<file path="src/rtl/ctrl_seq_pkg.sv">
package ctrl_seq_pkg;
  localparam int unsigned NUM_T = 6;
  localparam int unsigned OP_W  = 4;
  localparam int unsigned CW_W  = 12;

  typedef logic [CW_W-1:0] cword_t;

  // control bit positions, MSB first
  localparam int unsigned B_PC_INC = 11;
  localparam int unsigned B_PC_DRV = 10;
  localparam int unsigned B_ADR_LD = 9;
  localparam int unsigned B_MEM_DRV = 8;
  localparam int unsigned B_IR_LD  = 7;
  localparam int unsigned B_IR_DRV = 6;
  localparam int unsigned B_ACC_LD = 5;
  localparam int unsigned B_ACC_DRV = 4;
  localparam int unsigned B_SUB    = 3;
  localparam int unsigned B_ALU_DRV = 2;
  localparam int unsigned B_B_LD   = 1;
  localparam int unsigned B_OUT_LD = 0;

  // inactive levels: active-low bits sit at 1
  localparam cword_t IDLE_WORD = cword_t'((1 << B_ADR_LD) | (1 << B_MEM_DRV) | (1 << B_IR_LD)
                                 | (1 << B_IR_DRV) | (1 << B_ACC_LD) | (1 << B_B_LD)
                                 | (1 << B_OUT_LD));

  localparam logic [OP_W-1:0] OP_LOAD = 4'h0;
  localparam logic [OP_W-1:0] OP_ADD  = 4'h1;
  localparam logic [OP_W-1:0] OP_SUB  = 4'h2;
  localparam logic [OP_W-1:0] OP_SHOW = 4'hE;
  localparam logic [OP_W-1:0] OP_STOP = 4'hF;

  function automatic cword_t assert_bits(input int unsigned a, input int unsigned b);
    cword_t m;
    m = '0;
    if (a < CW_W) m[a] = 1'b1;
    if (b < CW_W) m[b] = 1'b1;
    return m;
  endfunction
endpackage

</file>
<file path="src/rtl/ctrl_seq_ring.sv">
module ctrl_seq_ring #(
  parameter int unsigned N = 6
) (
  input  logic         clk_i,
  input  logic         rst_ni,
  input  logic         hold_i,
  output logic [N-1:0] ring_o
);
  logic [N-1:0] ring_q, ring_d;

  assign ring_d[0] = ring_q[N-1];
  for (genvar i = 1; i < N; i++) begin : g_shift
    assign ring_d[i] = ring_q[i-1];
  end

  always_ff @(posedge clk_i or negedge rst_ni) begin
    if (!rst_ni)      ring_q <= {{(N-1){1'b0}}, 1'b1};
    else if (!hold_i) ring_q <= ring_d;
  end

  assign ring_o = ring_q;

  assert_onehot_R2: assert property (@(posedge clk_i) disable iff (!rst_ni)
    $countones(ring_q) == 1);
  assert_wrap_R2: assert property (@(posedge clk_i) disable iff (!rst_ni)
    (ring_q[N-1] && !hold_i) |=> ring_q[0]);
  assert_hold_R9: assert property (@(posedge clk_i) disable iff (!rst_ni)
    hold_i |=> $stable(ring_q));
endmodule

</file>
<file path="src/rtl/ctrl_seq_decode.sv">
module ctrl_seq_decode
  import ctrl_seq_pkg::*;
(
  input  logic [NUM_T-1:0] ring_i,
  input  logic [OP_W-1:0]  op_i,
  input  logic             halt_i,
  output cword_t           cw_o
);
  localparam int unsigned NONE = CW_W;
  cword_t act;

  always_comb begin
    act = '0;
    if (ring_i[0])      act = assert_bits(B_PC_DRV, B_ADR_LD);
    else if (ring_i[1]) act = assert_bits(B_PC_INC, NONE);
    else if (ring_i[2]) act = assert_bits(B_MEM_DRV, B_IR_LD);
    else if (!halt_i) begin
      unique case (op_i)
        OP_LOAD: begin
          if (ring_i[3]) act = assert_bits(B_ADR_LD, B_IR_DRV);
          if (ring_i[4]) act = assert_bits(B_MEM_DRV, B_ACC_LD);
        end
        OP_ADD, OP_SUB: begin
          if (ring_i[3]) act = assert_bits(B_ADR_LD, B_IR_DRV);
          if (ring_i[4]) act = assert_bits(B_MEM_DRV, B_B_LD);
          if (ring_i[5]) act = assert_bits(B_ACC_LD, B_ALU_DRV)
                               | assert_bits((op_i == OP_SUB) ? B_SUB : NONE, NONE);
        end
        OP_SHOW: begin
          if (ring_i[3]) act = assert_bits(B_ACC_DRV, B_OUT_LD);
        end
        default: act = '0;
      endcase
    end
    cw_o = IDLE_WORD ^ act;
  end
endmodule

</file>
<file path="src/rtl/ctrl_seq.sv">
module ctrl_seq
  import ctrl_seq_pkg::*;
(
  input  logic        clk_i,
  input  logic        rst_ni,
  input  logic [3:0]  op_i,
  output logic [11:0] ctrl_o,
  output logic [5:0]  state_o
);
  logic [NUM_T-1:0] ring;
  logic             halted_q, halt_now, hold;

  assign halt_now = ring[3] && (op_i == OP_STOP);
  assign hold     = halted_q || halt_now;

  always_ff @(posedge clk_i or negedge rst_ni) begin
    if (!rst_ni)       halted_q <= 1'b0;
    else if (halt_now) halted_q <= 1'b1;
  end

  ctrl_seq_ring #(.N(NUM_T)) u_ring (
    .clk_i (clk_i),
    .rst_ni(rst_ni),
    .hold_i(hold),
    .ring_o(ring)
  );

  ctrl_seq_decode u_dec (
    .ring_i(ring),
    .op_i  (op_i),
    .halt_i(halted_q),
    .cw_o  (ctrl_o)
  );

  assign state_o = ring;

  assert_halt_idle_R9: assert property (@(posedge clk_i) disable iff (!rst_ni)
    halted_q |-> (ctrl_o == IDLE_WORD));
  assert_halt_t4_R9: assert property (@(posedge clk_i) disable iff (!rst_ni)
    halted_q |-> state_o[3]);
  assert_fetch_t1_R3: assert property (@(posedge clk_i) disable iff (!rst_ni)
    state_o[0] |-> (ctrl_o == 12'h5E3));
  assert_halt_sticky_R9: assert property (@(posedge clk_i) disable iff (!rst_ni)
    halted_q |=> halted_q);
endmodule

</file>
<file path="config.mk">
export PLATFORM = sky130hd
export DESIGN_NAME = ctrl_seq
export DESIGN_NICKNAME = d
export VERILOG_FILES = /design/src/rtl/ctrl_seq_pkg.sv /design/src/rtl/ctrl_seq_ring.sv /design/src/rtl/ctrl_seq_decode.sv /design/src/rtl/ctrl_seq.sv
export SDC_FILE = /design/constraint.sdc
export NUM_CORES = 1
export LEC_CHECK = 0
export BUFFER_PORTS_ARGS = -buffer_cell sky130_fd_sc_hd__buf_2
export CELL_PAD_IN_SITES_DETAIL_PLACEMENT = 1
export CELL_PAD_IN_SITES_GLOBAL_PLACEMENT = 1
export CORE_MARGIN = 10
export CORE_UTILIZATION = 30
export DETAILED_ROUTE_END_ITERATION = 7
export HOLD_SLACK_MARGIN = 0.02
export PLACE_DENSITY_LB_ADDON = 0.1
export SLEW_MARGIN = 10
export SYNTH_ARGS = -nofsm -noshare
export SYNTH_HDL_FRONTEND = slang
export SYNTH_SLANG_ARGS = --single-unit
export TNS_END_PERCENT = 20
</file>
<file path="constraint.sdc">
create_clock -name clk_i -period 1.8 [get_ports clk_i]
set_input_delay 0.09 -clock clk_i [delete_from_list [all_inputs] [get_ports clk_i]]
set_output_delay 0.09 -clock clk_i [all_outputs]
set_load 0.005 [all_outputs]
</file>
# --- Yosys cells after proc, flatten, opt, wreduce, memory -nomap -nowiden ---
# Index checks and enable logic that the tools add are counted.
op_classes:
  n_lt_le_gt_ge: 3
  eq_ne: 4
  n_mux: 14
  bitwise: 1
  n_reduce_logical: 5
ops:
  columns: ["operator", "count"]
  rows:
  - ["$mux 12", 7]
  - ["$pmux 12 s3", 1]
  - ["$ge 32x1->1 const B", 1]
  - ["$lt 32x4->1 const B", 1]
  - ["$lt 32x5->1 const B", 1]
  - ["$mux 10", 2]
  - ["$eq 4x4->1 const B", 2]
  - ["$not 7->7", 1]
  - ["$mux 5", 1]
  - ["$demux 1 s4", 1]
  - ["$eq 4x1->1 const B", 1]
  - ["$eq 4x2->1 const B", 1]
  - ["$logic_not 4->1", 1]
  - ["$mux 4", 1]
  - ["$logic_and 1x1->1", 2]
  - ["$reduce_or 2->1", 1]
  - ["$logic_or 1x1->1", 1]
  - ["$mux 1", 1]
totals:
  register_bits: 7
  in_bits: 6
  elab_cells: 29

# --- Logic depth before layout (Yosys ltp) ---
logic_depth:
  word_depth: 14
  depth_mapped: 4

# --- Cells and area by module ---
# A second synthesis with hierarchy kept.
unflattened:
  cells_unflattened: 46
  hier_area_um2: 490.5
by_module_without_submodules:
  columns: ["module", "instances", "cells_per_inst", "area_per_inst_um2", "seq_area_each_um2"]
  rows:
  - ["ctrl_seq_ring", 1, 13, 252.7, 151.4]
  - ["ctrl_seq_decode", 1, 29, 188.9, 0.0]
  - ["ctrl_seq", 1, 4, 48.8, 25.0]

# --- Worst setup path before layout ---
# Ideal clock, no wire load.
synth_timing:
  path_type: "reg-to-output"
  from: "register u_ring.ring_q[1], in the netlist u_ring.ring_o[1]"
  to: "output ctrl_o[4]"
  t_arrival_ns: 1.275
  required_time_ns: 1.710
  setup_slack_ns: 0.435
  stages_incl_launch_ff: 4
  path_buffers: 0
  cell_sequence: "dfrtp_1 > or2_4 > or4_4 > inv_2"
synth_via:
  elab_chain_len: 2
synth_lines:
  columns: ["item", "line", "rtl"]
  rows:
  - ["from (decl)", "ctrl_seq_ring.sv:9", "logic [N-1:0] ring_q, ring_d;"]
  - ["from (signal assigned)", "ctrl_seq_ring.sv:17", "if (!rst_ni) ring_q <= {{(N-1){1'b0}}, 1'b1};"]
  - ["from (signal assigned)", "ctrl_seq_ring.sv:18", "else if (!hold_i) ring_q <= ring_d;"]
  - ["$mux 12", "ctrl_seq_decode.sv:15", "else if (ring_i[1]) act = assert_bits(B_PC_INC, NONE);"]
  - ["$mux 12", "ctrl_seq_decode.sv:14", "if (ring_i[0]) act = assert_bits(B_PC_DRV, B_ADR_LD);"]
  - ["to (decl)", "ctrl_seq.sv:7", "output logic [11:0] ctrl_o,"]
# Every way passes these cells.

# --- Worst setup path after layout ---
# Same ends and word-level chain as after synthesis.

==> metrics <==
run status=complete, no violations; clock share of power=between 40% and 50%; combinational share of power=8.5%; count of different cell masters after synthesis=32; initial antenna violation count=0; arrival time at the worst endpoint=1.63 ns; vias in the first global route=463; leakage=around 0.34 nW; RSZ-0062 raised after global routing=no; FFs w/ async S/R, synth=100.0%; row count=14; sequential fraction of the synthesis area=between 30% and 40%; Iteration-0 DRC Markers=2; Worst Setup End Kind=output pin; Fillers=187; vias post-DR=448; drt first pass iters=2; GP Congestion=0.7433; largest net degree at the start of global routing=11; proportion of layout cells with a drive suffix above 1=47.95%; gr ovfl total=0; Worst Clk Skew=about 0.00050 ns; die area=0.003571 mm2; Final period util=a little over nine tenths; number of synthesized flops with an enable pin=0; CTS H-tree depth=1; Peak VDD IR=0.3185 mV; most frequent cells in the layout=buf_2, dfrtp_1, mux2_1; Final Hold Vio Count=0; post-CTS setup buffer count=0; Final Core Density=between 40% and 50%; ys flop type=dfrtp_1; Critical Path RT=1.71 ns; Max Cap Viol=0; Ports=24; CTS sink count=7; crit start category=register; Fmax=between 500 and 600 MHz; minimum clock period=1.720 ns; IO Port Bufs=23; #FFs+latches synth=7; DRT antenna net count=0; sequential share of power=48.5%; Power Internal=0.2536 mW; n_diodes=0; DPL Wire Length=1136 um; total CTS buffers=3; Critical Path Fanout Max=7; design area=635.6 um2; via/cell ratio=5.034; Horiz. Die Dim=59.76 um; area post-placement=between 500 and 600 um2; path type of the worst setup path=reg2out; GRT Overall Usage=8.136%; placed cell count=between 80 and 90; Crit path largest cell delay=0.52 ns; crit-path cells=or2_4 > or4_4 > inv_2 > buf_2; most common cell after layout, fill and taps aside=buf_2; Net Count, Synth=53; Crit-path slowest cell=or4_4; worst hold slack=0.2007 ns; area growth from synthesis to final layout=34.04%; clk buf depth=2; Final Setup Violations=0; Core Box Area=0.001506 mm2; slew margin rel.=77.91%; PD cells=511.2 mW/mm2; CTS tree=built; DIE HEIGHT=59.76 um; clock-pin slew on the worst setup and hold paths=roughly 0.050 ns; # DRC=0; worst setup margin=0.08004 ns; Initial Utilization=31.48%; Place WS=0.3197 ns; worst hold path class=in2async; synthesized area per cell=10.09 um2; Tightest Pin Transition=between 0.3 and 0.4 ns; Total Power=roughly 0.32 mW; clk_lat worst skew=around 0.25 ns; Post-Route WL=between 1000 and 1500 um; clock root buffer=clkbuf_4; Routed WL per cell=around 16 um; TNS Setup=0 ns; Synth Instances=47; Mapped Area=474.2 um2; sw frac=21.97%; switching power=0.07137 mW; final net count=80; first-pass GRT wire length=2256 um; Post-Layout Cell Count=89; Slew Limit Fails=0; synth warn=0
## state kept, by name, indices dropped and copies added, names as in the netlist
signal and cells:
u_ring.ring_o 6, halted_q 1
## what timing repair did
item,CTS,global route
setup endpoints to repair,0,1
gates resized for setup,0,1
hold buffers,1,0
endpoints found under the hold margin,7,0
## worst max-delay path: cells and delay by family (launching register included)
kind                   cells  cell delay (ns)
flip-flops                 1             0.44
buffers and inverters      2             0.15
AND/OR/NAND/NOR            2             0.79
## worst paths after layout
check | startpoint | to | slack [ns] | cells past startpoint
hold reg to reg | u_ring.ring_o[2] | u_ring.ring_o[2] | 0.58 | 1
min in group clk_i | op_i[0] | u_ring.ring_o[3] | 0.27 | 2
setup / recovery | u_ring.ring_o[1] | ctrl_o[4] | 0.08 | 4
max in group asynchronous | rst_ni | u_ring.ring_o[0] | 1.37 | 2
hold / removal | rst_ni | u_ring.ring_o[4] | 0.20 | 2
setup reg to reg | u_ring.ring_o[3] | u_ring.ring_o[1] | 0.32 | 3
## routing by layer
metal	vias to the layer above	track usage, %	part of all wire (%)
met4	0	4.808	0
met5	-	0	0
met1	214	8.643	42
met2	11	13.38	51
met3	0	2.966	7.1
li1	223	-	-
## final cells by class
class	count	area (um2)	area share, %
clock buffer	4	26.28	4.134
inverter	2	7.507	1.181
multi-input combinational	35	271.5	42.72
sequential	7	177.7	27.95
tap	16	20.02	3.150
timing repair buffer	25	132.6	20.87
## power by group through the flow
stage	sequential [mW]	clock (mW)	combinational, mW
floorplan	0.160	0	0.0139
CTS	0.158	0.148	0.0279
finish	0.158	0.140	0.0276
global placement	0.160	0	0.0264
global route	0.157	0.159	0.0309
detailed placement	0.160	0	0.0262
## kinds of logic after synthesis
logic type | after synthesis | share of synthesized area, %
XOR/XNOR | 1 | 1.847
AO/OA/AOI/OAI | 8 | 12.14
buffers and inverters | 5 | 5.538
adder cells (fa/ha/maj) | 1 | 2.111
flip-flops | 7 | 37.20
AND/OR/NAND/NOR | 20 | 29.55
multiplexers | 5 | 11.61
## cells in the mapped netlist (all sizes together), types with 2 or more instances
cell	number	share of area, %
a21oi	2	2.9
and3	2	2.6
buf	2	3.2
dfrtp	6	32
inv	2	1.6
mux2	4	9.5
nand2	3	2.4
nor2	3	4.0
nor2b	2	2.6
o21ai	2	2.1
or2	2	3.2
or4	2	4.7
Note: power is estimated with default switching activity, not from simulation.
